### config.mk
export PLATFORM = sky130hd
export DESIGN_NAME = rtc_irq_ctrl
export DESIGN_NICKNAME = d
export VERILOG_FILES = /design/src/rtl/rtc_irq_pkg.sv /design/src/rtl/rtc_alarm_cmp.sv /design/src/rtl/rtc_periodic_gen.sv /design/src/rtl/rtc_irq_ctrl.sv
export SDC_FILE = /design/constraint.sdc
export NUM_CORES = 1
export LEC_CHECK = 0
export BUFFER_PORTS_ARGS = -buffer_cell sky130_fd_sc_hd__buf_4
export CAP_MARGIN = 20
export CORE_MARGIN = 4
export CORE_UTILIZATION = 47
export DETAILED_ROUTE_END_ITERATION = 8
export GPL_ROUTABILITY_DRIVEN = 0
export HOLD_SLACK_MARGIN = 0.1
export PLACE_DENSITY = 0.83
export RECOVER_POWER = 50
export SLEW_MARGIN = 20
export SYNTH_ARGS = -nofsm -noshare
export SYNTH_HDL_FRONTEND = slang
export SYNTH_SLANG_ARGS = --single-unit
### constraint.sdc
create_clock -name clk -period 4.1 [get_ports clk]
set_clock_uncertainty 0.1 [all_clocks]
set_input_delay 0.615 -clock clk [delete_from_list [all_inputs] [get_ports clk]]
set_output_delay 0.615 -clock clk [all_outputs]
set_load 0.02 [all_outputs]
### src/rtl/rtc_irq_pkg.sv
package rtc_irq_pkg;
    localparam int RATE_W   = 4;
    localparam int PRE_W    = (1 << RATE_W) - 2;
    localparam int NBYTES   = 4;
    localparam int FLAG_W   = 3;
    localparam int CTL_W    = 8;

    localparam int FL_PER   = 0;
    localparam int FL_ALM   = 1;
    localparam int FL_PWR   = 2;

    localparam int EN_PER   = 4;
    localparam int EN_ALM   = 5;
    localparam int EN_PWR   = 6;
    localparam int EN_BAT   = 7;

    typedef enum logic {
        MODE_MAIN   = 1'b0,
        MODE_BACKUP = 1'b1
    } mode_e;
endpackage

### src/rtl/rtc_alarm_cmp.sv
module rtc_alarm_cmp #(
    parameter int NBYTES = 4
) (
    input  logic                  upd_tick,
    input  logic [8*NBYTES-1:0]   cur_time,
    input  logic [8*NBYTES-1:0]   alm_time,
    output logic                  alarm_hit
);
    logic [NBYTES-1:0] byte_ok;

    for (genvar gi = 0; gi < NBYTES; gi++) begin : g_byte
        logic masked;
        assign masked      = &alm_time[8*gi+6 +: 2];
        assign byte_ok[gi] = masked || (alm_time[8*gi +: 6] == cur_time[8*gi +: 6]);
    end

    assign alarm_hit = upd_tick && (&byte_ok);
endmodule

### src/rtl/rtc_periodic_gen.sv
module rtc_periodic_gen #(
    parameter int RATE_W = 4,
    parameter int PRE_W  = (1 << RATE_W) - 2
) (
    input  logic              clk,
    input  logic              rst_n,
    input  logic              base_tick,
    input  logic [RATE_W-1:0] rate,
    output logic              per_evt
);
    logic [PRE_W-1:0] pre_q;
    logic [PRE_W-1:0] sel_mask;

    always_ff @(posedge clk or negedge rst_n) begin
        if (!rst_n)         pre_q <= '0;
        else if (base_tick) pre_q <= pre_q + 1'b1;
    end

    always_comb begin
        sel_mask = '0;
        for (int k = 0; k < PRE_W; k++) begin
            if (k < int'(rate) - 1) sel_mask[k] = 1'b1;
        end
    end

    assign per_evt = base_tick && (rate != '0) && ((pre_q & sel_mask) == sel_mask);
endmodule

### src/rtl/rtc_irq_ctrl.sv
module rtc_irq_ctrl
    import rtc_irq_pkg::*;
#(
    parameter int NB = NBYTES
) (
    input  logic            clk,
    input  logic            rst_n,
    input  logic            base_tick,
    input  logic            upd_tick,
    input  logic [8*NB-1:0] cur_time,
    input  logic [8*NB-1:0] alm_time,
    input  logic            pf_evt,
    input  logic            ctl_we,
    input  logic [7:0]      ctl_wdata,
    input  logic            flags_rd,
    input  logic            por,
    input  logic            batt_mode,
    output logic [7:0]      flags,
    output logic            irq_n
);
    mode_e             mode_q, mode_d;
    logic [CTL_W-1:0]  ctl_q, ctl_d;
    logic [FLAG_W-1:0] flg_q, flg_d, evt;
    logic              per_evt, alarm_hit;

    rtc_periodic_gen #(.RATE_W(RATE_W), .PRE_W(PRE_W)) u_per (
        .clk       (clk),
        .rst_n     (rst_n),
        .base_tick (base_tick),
        .rate      (ctl_q[RATE_W-1:0]),
        .per_evt   (per_evt)
    );

    rtc_alarm_cmp #(.NBYTES(NB)) u_alm (
        .upd_tick  (upd_tick),
        .cur_time  (cur_time),
        .alm_time  (alm_time),
        .alarm_hit (alarm_hit)
    );

    // mode machine: next state
    always_comb begin
        mode_d = mode_q;
        unique case (mode_q)
            MODE_MAIN:   if (batt_mode)  mode_d = MODE_BACKUP;
            MODE_BACKUP: if (!batt_mode) mode_d = MODE_MAIN;
        endcase
    end

    // control register and flags next values
    always_comb begin
        ctl_d = ctl_we ? ctl_wdata : ctl_q;
        if (por) begin
            ctl_d[EN_ALM] = 1'b0;
            ctl_d[EN_PWR] = 1'b0;
        end
        evt          = '0;
        evt[FL_PER]  = per_evt;
        evt[FL_ALM]  = alarm_hit;
        evt[FL_PWR]  = pf_evt;
        flg_d        = (flags_rd ? '0 : flg_q) | evt;
    end

    // state register
    always_ff @(posedge clk or negedge rst_n) begin
        if (!rst_n) begin
            mode_q <= MODE_MAIN;
            ctl_q  <= '0;
            flg_q  <= '0;
        end else begin
            mode_q <= mode_d;
            ctl_q  <= ctl_d;
            flg_q  <= flg_d;
        end
    end

    // outputs
    always_comb begin
        flags = {{(8-FLAG_W){1'b0}}, flg_q};
        unique case (mode_q)
            MODE_MAIN:   irq_n = !((flg_q[FL_PER] && ctl_q[EN_PER]) ||
                                   (flg_q[FL_ALM] && ctl_q[EN_ALM]) ||
                                   (flg_q[FL_PWR] && ctl_q[EN_PWR]));
            MODE_BACKUP: irq_n = !(flg_q[FL_ALM] && ctl_q[EN_ALM] && ctl_q[EN_BAT]);
        endcase
    end
endmodule

-- After elaboration in Yosys (flattened, before gate mapping)
Cells that the tools add are included.
- bits in registers: 26
- input port bits: 81
- output and inout port bits: 9
- $add $sub $neg: 2
- magnitude comparators: 14
- equal/unequal tests: 5
- mux-type cells: 19
- bitwise logic cells: 3
- reductions and logical operators: 22
- operators by type and width (kind ; number):
    < comparator 5 x 32 -> 1 bit, first input constant ; 6
    < comparator 4 x 32 -> 1 bit, first input constant ; 4
    < comparator 3 x 32 -> 1 bit, first input constant ; 2
    < comparator 1 x 32 -> 1 bit, first input constant ; 1
    < comparator 2 x 32 -> 1 bit, first input constant ; 1
    == test 6 bit ; 4
    2-to-1 mux 1 bit ; 15
    adder 14 x 1 -> 14 bit, second input constant ; 1
    bitwise AND 14 bit ; 1
    == test 14 bit ; 1
    AND reduction 2 bit ; 4
    logical AND 1 bit ; 7
    2-to-1 mux 7 bit ; 1
    logical OR 1 bit ; 6
    subtractor 4 x 1 -> 5 bit, second input constant ; 1
    AND reduction 4 bit ; 1
    nonzero test 4 bit ; 1
    2-to-1 mux 3 bit ; 1
    bitwise OR 3 bit ; 1
    zero test 1 bit ; 2
    2-to-1 mux 2 bit ; 1
    one-hot mux 1 bit (2 select lines) ; 1
    nonzero test 2 bit ; 1
    inverter 1 bit ; 1

-- Logic depth before layout (Yosys ltp)
Gate-level depths: netlist (run 1).
- depth in word-level cells: 7
- gate-level depth with buffers: 7
- gate-level depth less buffers: 7

-- Cells and area by module
Synthesis (run 1) repeated with hierarchy kept, for this count alone.
- cell total of the unflattened synthesis: 174
- area, all modules: 1741.7 um2
- modules (own cells, without submodules) (module ; instances ; cells each ; area an instance (um2)):
    rtc_periodic_gen ; 1 ; 104 ; 928.4
    rtc_irq_ctrl ; 1 ; 36 ; 519.2
    rtc_alarm_cmp ; 1 ; 34 ; 294.0

-- Least setup slack after synthesis (run 1)
Ideal clock, no wire load.
- path type: reg2out
- start point: register flg_q[0]
- end point: output port irq_n
- arrival: 1057 ps
- slack: 2328 ps
- cell stages (with the launch flop): 4
- cells stage by stage: dfrtp_1 a22oi_1 nor2_1 a31oi_1
- word-level cells in the longest chain between the ends: 5
- RTL lines (element ; line ; text):
    start: declaration ; rtc_irq_ctrl.sv:23 ; logic [FLAG_W-1:0] flg_q, flg_d, evt;
    start signal: assignment ; rtc_irq_ctrl.sv:73 ; flg_q <= flg_d;
    logical AND 1 bit ; rtc_irq_ctrl.sv:81 ; MODE_MAIN: irq_n = !((flg_q[FL_PER] && ctl_q[EN_PER]) ||
    logical OR 1 bit ; rtc_irq_ctrl.sv:81 ;
    logical OR 1 bit ; rtc_irq_ctrl.sv:82 ; (flg_q[FL_ALM] && ctl_q[EN_ALM]) ||
    zero test 1 bit ; rtc_irq_ctrl.sv:81 ;
    one-hot mux 1 bit (2 select lines) ; rtc_irq_ctrl.sv:80 ; unique case (mode_q)
    end: declaration ; rtc_irq_ctrl.sv:19 ; output logic irq_n
No other way between the ends.

-- Worst setup path in the final report (run 1)
Ends and elaborated chain as after synthesis.

==> run_summary.xml, run 1 <==
<?xml version="1.0" encoding="UTF-8"?>
<metrics>
  <group name="detailed_routing">
    <metric name="initialDrtViolationCount" unit="">81</metric>
    <metric name="antenna_left" unit="">0</metric>
    <metric name="route.detailed.drc" unit="">0</metric>
    <metric name="wl" unit="microns">3900</metric>
    <metric name="vias" unit="">1371</metric>
    <metric name="wl_per_cell" unit="microns">14.1</metric>
    <metric name="dr.pass1.iters" unit="">4</metric>
    <metric name="post_drt_via_cell_ratio" unit="">4.97</metric>
  </group>
  <group name="synthesis">
    <metric name="most_common_cell_in_the_netlist" unit="">sky130_fd_sc_hd__dfrtp_1</metric>
    <metric name="edff_count_synth" unit="">0</metric>
    <metric name="synth.top_cells.by_count" unit="">sky130_fd_sc_hd__dfrtp_1 (26), sky130_fd_sc_hd__xor2_1 (20), sky130_fd_sc_hd__xnor2_1 (19)</metric>
    <metric name="yosysUniqueCellTypes" unit="">33</metric>
    <metric name="synth.largest_area_cell" unit="">sky130_fd_sc_hd__dfrtp_1</metric>
    <metric name="ys_dominant_reg_cell" unit="">sky130_fd_sc_hd__dfrtp_1</metric>
    <metric name="postSynthCellCount" unit="">154</metric>
    <metric name="ys_async_sr_fraction" unit="%">100</metric>
    <metric name="sequential_fraction_of_the_synthesis_area" unit="%">41.4</metric>
    <metric name="synth.avg_cell_area" unit="sq um">10.2</metric>
    <metric name="synthesis.area" unit="sq mm">0.00157</metric>
    <metric name="synth_seq_cells" unit="">26</metric>
    <metric name="synth.top_cell.area_share" unit="%">41.4</metric>
    <metric name="yosysWarningCount" unit="">0</metric>
    <metric name="netlist_top_cells_area" unit="">sky130_fd_sc_hd__dfrtp_1 (41%), sky130_fd_sc_hd__xor2_1 (11%), sky130_fd_sc_hd__xnor2_1 (11%)</metric>
  </group>
  <group name="finish">
    <metric name="nets" unit="">318</metric>
    <metric name="fill_cells" unit="">251</metric>
    <metric name="antenna_cells_inserted" unit="">0</metric>
    <metric name="finish.instance_area" unit="sq mm">0.00221</metric>
    <metric name="area.sequential" unit="sq um">651</metric>
    <metric name="multi_input_area" unit="sq um">866</metric>
    <metric name="share_of_final_layout_standard_cells_stronger_than_drive_strength_1" unit="%">37.1</metric>
    <metric name="layout-area-overhead-vs-synth" unit="%">40.3</metric>
  </group>
  <group name="sta">
    <metric name="final_min_period_over_clock_period" unit="%">49.0</metric>
    <metric name="maxSlewViolCount" unit="">0</metric>
    <metric name="clock.fmax" unit="MHz">498</metric>
    <metric name="final.min_clock_period" unit="ps">2010</metric>
    <metric name="maxSlewHeadroom" unit="%">10.3</metric>
    <metric name="report.final.hold_viol_count" unit="">0</metric>
    <metric name="final-setup-viol-count" unit="">0</metric>
    <metric name="grt_setup_unrepaired" unit="">no</metric>
    <metric name="setup_tns" unit="ps">0</metric>
    <metric name="timing_worst_slew_pin_value" unit="ps">1350</metric>
  </group>
  <group name="setup_path">
    <metric name="critical_path.reg2reg.endpoint" unit="">flg_q[0]</metric>
    <metric name="timing.critical_path.required" unit="ps">3380</metric>
    <metric name="r2r_slack" unit="ps">2180</metric>
    <metric name="worstReg2RegStart" unit="">ctl_q[1]</metric>
    <metric name="critical_path.max_stage_delay" unit="ps">430</metric>
    <metric name="depth_of_the_worst_register_to_register_path" unit="">7</metric>
    <metric name="worst_ep_arrival_time" unit="ps">1290</metric>
    <metric name="crit_slowest_cell" unit="">sky130_fd_sc_hd__dfrtp_1</metric>
    <metric name="startpoint" unit="">flg_q[0]</metric>
    <metric name="timing.critical_path.fanout_max" unit="">3</metric>
    <metric name="criticalPathCategory" unit="">flop to primary output</metric>
    <metric name="worstSetupEndpoint" unit="">irq_n</metric>
    <metric name="worstSetupEndpointType" unit="">primary output</metric>
    <metric name="timing.critical_path.cells" unit="">a22oi_1, nor2_1, a31oi_1, buf_4</metric>
    <metric name="timing.critical_path.from_type" unit="">flop</metric>
  </group>
  <group name="die">
    <metric name="placeableCoreArea" unit="sq mm">0.00313</metric>
    <metric name="num_io_pins" unit="">90</metric>
    <metric name="rows" unit="">20</metric>
    <metric name="chipHeight" unit="microns">65.8</metric>
    <metric name="fp.dieArea" unit="sq mm">0.00434</metric>
    <metric name="die_width" unit="microns">65.8</metric>
    <metric name="initial_utilization" unit="%">50.3</metric>
  </group>
  <group name="global_route">
    <metric name="grt.overflow.total" unit="">0</metric>
    <metric name="grt_antenna_before_repair" unit="">0</metric>
    <metric name="grt_first_pass_wirelength" unit="microns">6610</metric>
    <metric name="via_count_of_the_first_global_routing_pass" unit="">1514</metric>
    <metric name="grt_util_all_layers" unit="%">20.0</metric>
    <metric name="grt_max_degree" unit="">27</metric>
  </group>
  <group name="clock_tree">
    <metric name="tritoncts.num_buffers" unit="">3</metric>
    <metric name="cts.hold.buffers_added" unit="">1</metric>
    <metric name="clkLatencyLatePin" unit="ps">320</metric>
    <metric name="tritoncts" unit="">done</metric>
    <metric name="cts.sinks" unit="">26</metric>
    <metric name="cts_root_buffer" unit="">sky130_fd_sc_hd__clkbuf_4</metric>
    <metric name="cts-htree-levels" unit="">1</metric>
    <metric name="clk_path_buf_depth" unit="">2</metric>
    <metric name="postCtsSetupBuffers" unit="">0</metric>
    <metric name="register_clock_pin_slew_on_the_reported_worst_setup_and_hold_paths" unit="ps">140</metric>
    <metric name="ctsResizeCount" unit="">0</metric>
  </group>
  <group name="pwr">
    <metric name="power.net_switching" unit="W">0.000209</metric>
    <metric name="power.density" unit="mW/mm^2">309</metric>
    <metric name="ir_worst_vdd" unit="uV">168</metric>
    <metric name="internal-power" unit="W">0.000473</metric>
    <metric name="power.share.clock" unit="%">18.9</metric>
    <metric name="power.share.sequential" unit="%">50.4</metric>
    <metric name="total_leakage_power" unit="nW">1.06</metric>
    <metric name="switching_share" unit="%">30.7</metric>
    <metric name="p_comb_share" unit="%">30.7</metric>
  </group>
  <group name="placed_design">
    <metric name="place.detailed.hpwl" unit="microns">3400</metric>
    <metric name="postPlaceCellArea" unit="sq mm">0.00217</metric>
    <metric name="port-buffer-count" unit="">76</metric>
  </group>
  <group name="hold_path">
    <metric name="hold_path_depth" unit="">1</metric>
    <metric name="worst_hold_path_type" unit="">input pin to flop</metric>
  </group>
  <group name="run">
    <metric name="cap_violations" unit="">0</metric>
  </group>
  <group name="run_status">
    <metric name="outcome" unit="">completed</metric>
  </group>
</metrics>
layout by cell type (no fill, tap or decap), types with 2 or more instances in the layout:
master	Yosys	routed
sky130_fd_sc_hd__clkbuf_1	2	2
sky130_fd_sc_hd__a21o_1	2	2
sky130_fd_sc_hd__o221ai_1	2	2
sky130_fd_sc_hd__nand4_1	3	3
sky130_fd_sc_hd__clkbuf_4	0	4
sky130_fd_sc_hd__conb_1	1	5
sky130_fd_sc_hd__nand2b_1	4	4
sky130_fd_sc_hd__ha_1	4	4
sky130_fd_sc_hd__xnor2_1	19	19
sky130_fd_sc_hd__a32oi_1	4	4
sky130_fd_sc_hd__xor2_1	20	20
sky130_fd_sc_hd__nand3_1	5	5
sky130_fd_sc_hd__inv_1	7	7
sky130_fd_sc_hd__nand2_1	11	11
sky130_fd_sc_hd__nor2_1	6	6
sky130_fd_sc_hd__a31oi_1	3	3
sky130_fd_sc_hd__o21ai_0	5	5
sky130_fd_sc_hd__mux2_2	4	4
sky130_fd_sc_hd__nor3_1	2	2
sky130_fd_sc_hd__mux2i_1	2	2
sky130_fd_sc_hd__and3_1	3	3
sky130_fd_sc_hd__buf_4	5	73
sky130_fd_sc_hd__dfrtp_1	26	26
sky130_fd_sc_hd__nor4_1	4	4
how the worst min path moves through the flow:
stage                     slack (ps)         endpoint             from
final                            300           mode_q        batt_mode
after global routing             290           mode_q        batt_mode
after CTS                        280           mode_q        batt_mode
after detailed placement         380  u_per.pre_q[13]  u_per.pre_q[13]
after global placement           370  u_per.pre_q[13]  u_per.pre_q[13]
after floorplan                  220         ctl_q[0]            rst_n
registers in the layout, summed over array words and instances (netlist names):
name	cells
u_per.pre_q	14
ctl_q	8
flg_q	3
mode_q	1
metal layers:
layer	GRT usage (%)	vias to the layer above	part of all wire (%)
met5	0	-	0
met4	5.96	0	2.4
met3	7.82	11	9.9
met2	37.4	61	53
met1	20.0	620	35
li1	-	679	-
per-stage QoR:
step                      total power (W)  worst slack [ps]  instances  utilization [%]  hold slack (ps)
after floorplan                  0.000467              2330        158                -              219
after global placement           0.000550              2020        271             69.3              372
after detailed placement         0.000560              2050        271             69.3              380
after CTS                        0.000689              2080        276             70.8              278
after global routing             0.000726              1770        276             70.6              290
final                            0.000683              2090        276             70.6              303
cell families after synthesis:
logic type	count (synthesis)	share of synthesized area [%]
simple gates	41	13.7
mux	6	4.14
fa+ha+maj	4	3.18
flops	26	41.4
buf+inv	14	4.54
other cells	1	0.238
compound gates	23	11.1
xor+xnor	39	21.7
power groups by stage:
stage | logic [W] | clock network [W] | registers (W)
finish | 0.000209 | 0.000129 | 0.000344
global route | 0.000233 | 0.000143 | 0.000350
CTS | 0.000213 | 0.000132 | 0.000344
detailed placement | 0.000212 | 0 | 0.000348
global placement | 0.000202 | 0 | 0.000348
floorplan | 0.000127 | 0 | 0.000341
worst max-delay path, delay by kind of cell, from the launching register on:
kind / cells / cell delay [ps]
AOI/OAI and AO/OA: 2 / 310
and+or+nand+nor: 1 / 50
buffers and inverters: 1 / 170
DFF: 1 / 430
area by class of cell:
class,instances,share of cell area [%]
Sequential cell,26,29.5
Inverter,7,1.19
Clock buffer,4,1.64
Timing Repair Buffer,77,26.0
Multi-Input combinational cell,118,39.2
Tap cell,44,2.49
No activity file was read; power rests on OpenSTA's default activity.
==> run 2, diff against run 1 <==
--- a/config.mk
+++ b/config.mk
@@ -8,11 +8,11 @@
 export BUFFER_PORTS_ARGS = -buffer_cell sky130_fd_sc_hd__buf_4
 export CAP_MARGIN = 20
 export CORE_MARGIN = 4
-export CORE_UTILIZATION = 47
+export CORE_UTILIZATION = 44
 export DETAILED_ROUTE_END_ITERATION = 8
 export GPL_ROUTABILITY_DRIVEN = 0
 export HOLD_SLACK_MARGIN = 0.1
-export PLACE_DENSITY = 0.83
+export PLACE_DENSITY = 0.78
 export RECOVER_POWER = 50
 export SLEW_MARGIN = 20
 export SYNTH_ARGS = -nofsm -noshare
==> constraint.sdc (replaced) <==
create_clock -name clk -period 2.05 [get_ports clk]
set_clock_uncertainty 0.1 [all_clocks]
set_input_delay 0.3075 -clock clk [delete_from_list [all_inputs] [get_ports clk]]
set_output_delay 0.3075 -clock clk [all_outputs]
set_load 0.02 [all_outputs]
==> run 2 against run 1 <==
  * Sequential cell count unchanged
  * Hold slack worse by 180 ps
  * Count of clock-buffer cells in the layout unchanged
  * Die area increased by 6.0%
  * Cell count up 4.7%
  * Cell area rose by 5.2%
  * Combinational power grew 110%
  * Power grew 100%
  * Critical path type is now flop to flop
  * Sequential share of layout area is 1.5 points lower
  * Largest power group unchanged
  * Non-clock buffer count is 11 higher
  * Critical path depth increased by 3
  * Largest cell class unchanged
  * Global-route usage fell by 1.9 points
==> run_summary.xml, run 2 (synthesis results as in run 1) <==
<?xml version="1.0" encoding="UTF-8"?>
<metrics>
  <group name="setup_path">
    <metric name="timing.critical_path.from_type" unit="">flop</metric>
    <metric name="worstReg2RegStart" unit="">ctl_q[1]</metric>
    <metric name="worstSetupEndpointType" unit="">flop</metric>
    <metric name="critical_path.reg2reg.endpoint" unit="">flg_q[0]</metric>
    <metric name="depth_of_the_worst_register_to_register_path" unit="">7</metric>
    <metric name="timing.critical_path.required" unit="ps">2190</metric>
    <metric name="criticalPathCategory" unit="">flop to flop</metric>
    <metric name="worst_ep_arrival_time" unit="ps">2060</metric>
    <metric name="timing.critical_path.fanout_max" unit="">4</metric>
    <metric name="r2r_slack" unit="ps">130</metric>
  </group>
  <group name="die">
    <metric name="num_io_pins" unit="">90</metric>
    <metric name="fp.dieArea" unit="sq mm">0.00459</metric>
    <metric name="chipHeight" unit="microns">67.8</metric>
    <metric name="die_width" unit="microns">67.8</metric>
    <metric name="initial_utilization" unit="%">46.4</metric>
    <metric name="placeableCoreArea" unit="sq mm">0.00339</metric>
    <metric name="rows" unit="">21</metric>
  </group>
  <group name="pwr">
    <metric name="power.share.clock" unit="%">18.5</metric>
    <metric name="power.density" unit="mW/mm^2">597</metric>
    <metric name="ir_worst_vdd" unit="uV">355</metric>
    <metric name="p_comb_share" unit="%">31.8</metric>
    <metric name="internal-power" unit="W">0.000964</metric>
    <metric name="switching_share" unit="%">30.5</metric>
    <metric name="power.share.sequential" unit="%">49.6</metric>
    <metric name="power.net_switching" unit="W">0.000423</metric>
    <metric name="total_leakage_power" unit="nW">1.12</metric>
  </group>
  <group name="finish">
    <metric name="share_of_final_layout_standard_cells_stronger_than_drive_strength_1" unit="%">36.6</metric>
    <metric name="final_cell_count_no_fill" unit="">289</metric>
    <metric name="mostFrequentLayoutCells" unit="">sky130_fd_sc_hd__buf_4 (74), sky130_fd_sc_hd__dfrtp_1 (26), sky130_fd_sc_hd__xor2_1 (20), sky130_fd_sc_hd__xnor2_1 (19)</metric>
    <metric name="largest_register" unit="">u_per.pre_q</metric>
    <metric name="biggestRegsByFlops" unit="">u_per.pre_q (14), ctl_q (8), flg_q (3)</metric>
    <metric name="layout-area-overhead-vs-synth" unit="%">47.7</metric>
    <metric name="nets" unit="">329</metric>
    <metric name="antenna_cells_inserted" unit="">0</metric>
    <metric name="largest_register_ff_count" unit="">14</metric>
    <metric name="most_common_library_cell_in_the_layout_ignoring_fill_and_taps" unit="">sky130_fd_sc_hd__buf_4</metric>
  </group>
  <group name="sta">
    <metric name="clock.fmax" unit="MHz">521</metric>
    <metric name="timing_worst_slew_pin_value" unit="ps">625</metric>
    <metric name="setup_slack" unit="ps">131</metric>
    <metric name="final_min_period_over_clock_period" unit="%">93.6</metric>
    <metric name="grt_setup_unrepaired" unit="">no</metric>
    <metric name="final.min_clock_period" unit="ps">1920</metric>
    <metric name="setup_tns" unit="ps">0</metric>
    <metric name="maxSlewHeadroom" unit="%">58.3</metric>
    <metric name="maxSlewViolCount" unit="">0</metric>
    <metric name="final-setup-viol-count" unit="">0</metric>
    <metric name="report.final.hold_viol_count" unit="">0</metric>
  </group>
  <group name="clock_tree">
    <metric name="cts-htree-levels" unit="">1</metric>
    <metric name="cts_root_buffer" unit="">sky130_fd_sc_hd__clkbuf_4</metric>
    <metric name="clk_path_buf_depth" unit="">2</metric>
    <metric name="clkLatencyLatePin" unit="ps">320</metric>
    <metric name="ctsResizeCount" unit="">0</metric>
    <metric name="tritoncts.num_buffers" unit="">3</metric>
    <metric name="cts.sinks" unit="">26</metric>
    <metric name="tritoncts" unit="">done</metric>
    <metric name="register_clock_pin_slew_on_the_reported_worst_setup_and_hold_paths" unit="ps">130</metric>
  </group>
  <group name="detailed_routing">
    <metric name="initialDrtViolationCount" unit="">66</metric>
    <metric name="wl" unit="microns">3970</metric>
    <metric name="post_drt_via_cell_ratio" unit="">4.94</metric>
    <metric name="antenna_left" unit="">0</metric>
    <metric name="route.detailed.drc" unit="">0</metric>
    <metric name="vias" unit="">1428</metric>
    <metric name="dr.pass1.iters" unit="">4</metric>
    <metric name="wl_per_cell" unit="microns">13.7</metric>
  </group>
  <group name="run">
    <metric name="cap_violations" unit="">0</metric>
  </group>
  <group name="global_route">
    <metric name="grt_util_all_layers" unit="%">18.0</metric>
    <metric name="via_count_of_the_first_global_routing_pass" unit="">1478</metric>
    <metric name="grt_first_pass_wirelength" unit="microns">6310</metric>
    <metric name="grt.overflow.total" unit="">0</metric>
    <metric name="grt_max_degree" unit="">27</metric>
    <metric name="grt_antenna_before_repair" unit="">0</metric>
  </group>
  <group name="placed_design">
    <metric name="placed_cells_incl_taps" unit="">273</metric>
    <metric name="worst_slack_at_placement" unit="ps">109</metric>
    <metric name="port-buffer-count" unit="">76</metric>
    <metric name="place.detailed.hpwl" unit="microns">3280</metric>
  </group>
  <group name="hold_path">
    <metric name="worst_hold_startpoint" unit="">ctl_wdata[7]</metric>
    <metric name="hold_critical_path_endpoint" unit="">ctl_q[7]</metric>
    <metric name="worst_hold_path_type" unit="">input pin to flop</metric>
    <metric name="hold_path_depth" unit="">2</metric>
  </group>
  <group name="run_status">
    <metric name="outcome" unit="">completed</metric>
  </group>
</metrics>
-- run 2: changes by cell type in the layout (fill, tap and decap cells not counted), sizes merged --
cell and delta:
dlygate4sd3 +10, buf +1
-- run 2: worst max-delay path: stages (launching register included) --
cell	delay, ps
sky130_fd_sc_hd__dfrtp_1	390
sky130_fd_sc_hd__inv_1	100
sky130_fd_sc_hd__ha_1	370
sky130_fd_sc_hd__o21ai_0	110
sky130_fd_sc_hd__nor3_2	120
sky130_fd_sc_hd__a31oi_1	100
sky130_fd_sc_hd__o32a_1	370
sky130_fd_sc_hd__o32ai_2	190
-- run 2: metrics by stage --
step	total power, W	instance area [sq um]	hold slack [ps]	utilization (%)
after global routing	0.00147	2320	101	68.5
after floorplan	0.000935	1590	-88.1	-
final	0.00139	2320	118	68.5
after CTS	0.00138	2300	103	67.8
after detailed placement	0.00112	2170	132	64.0
after global placement	0.00110	2170	128	64.0
-- run 2: cell type report --
type / instances / area, sq um
fillers: 260 / 1070
multi-input cells: 118 / 866
repair buffers: 88 / 686
flip-flops and latches: 26 / 651
well taps: 46 / 57.6
clock buffers: 4 / 36.3
inverters: 7 / 26.3
-- run 2: worst max-delay path by stage --
| stage | start | to | cells past startpoint |
|---|---|---|---|
| global placement | ctl_q[0] | flg_q[0] | 7 |
| global route | ctl_q[1] | flg_q[0] | 7 |
| floorplan | ctl_q[0] | flg_q[0] | 7 |
| CTS | ctl_q[0] | flg_q[0] | 7 |
| detailed placement | ctl_q[0] | flg_q[0] | 7 |
| finish | ctl_q[1] | flg_q[0] | 7 |
-- run 2: power by group through the flow --
| stage | Combinational, W | Sequential (W) | Clock [W] |
|---|---|---|---|
| 2_1_floorplan | 0.000254 | 0.000681 | 0 |
| 3_3_place_gp | 0.000405 | 0.000699 | 0 |
| 3_5_place_dp | 0.000418 | 0.000699 | 0 |
| 4_1_cts | 0.000433 | 0.000689 | 0.000263 |
| 5_1_grt | 0.000484 | 0.000706 | 0.000283 |
| 6_report | 0.000441 | 0.000689 | 0.000257 |
-- run 2: routing by layer --
layer	share of wire, %	GRT usage [%]
met1	39	20.7
met2	52	31.7
met3	8.4	7.15
met4	0.78	3.47
met5	0	0
-- run 2: what timing repair did --
item | in CTS | in global routing
endpoints found under the hold margin | 35 | 2
setup endpoints to repair | 0 | 1
setup buffers | 0 | 1
hold buffers | 9 | 2
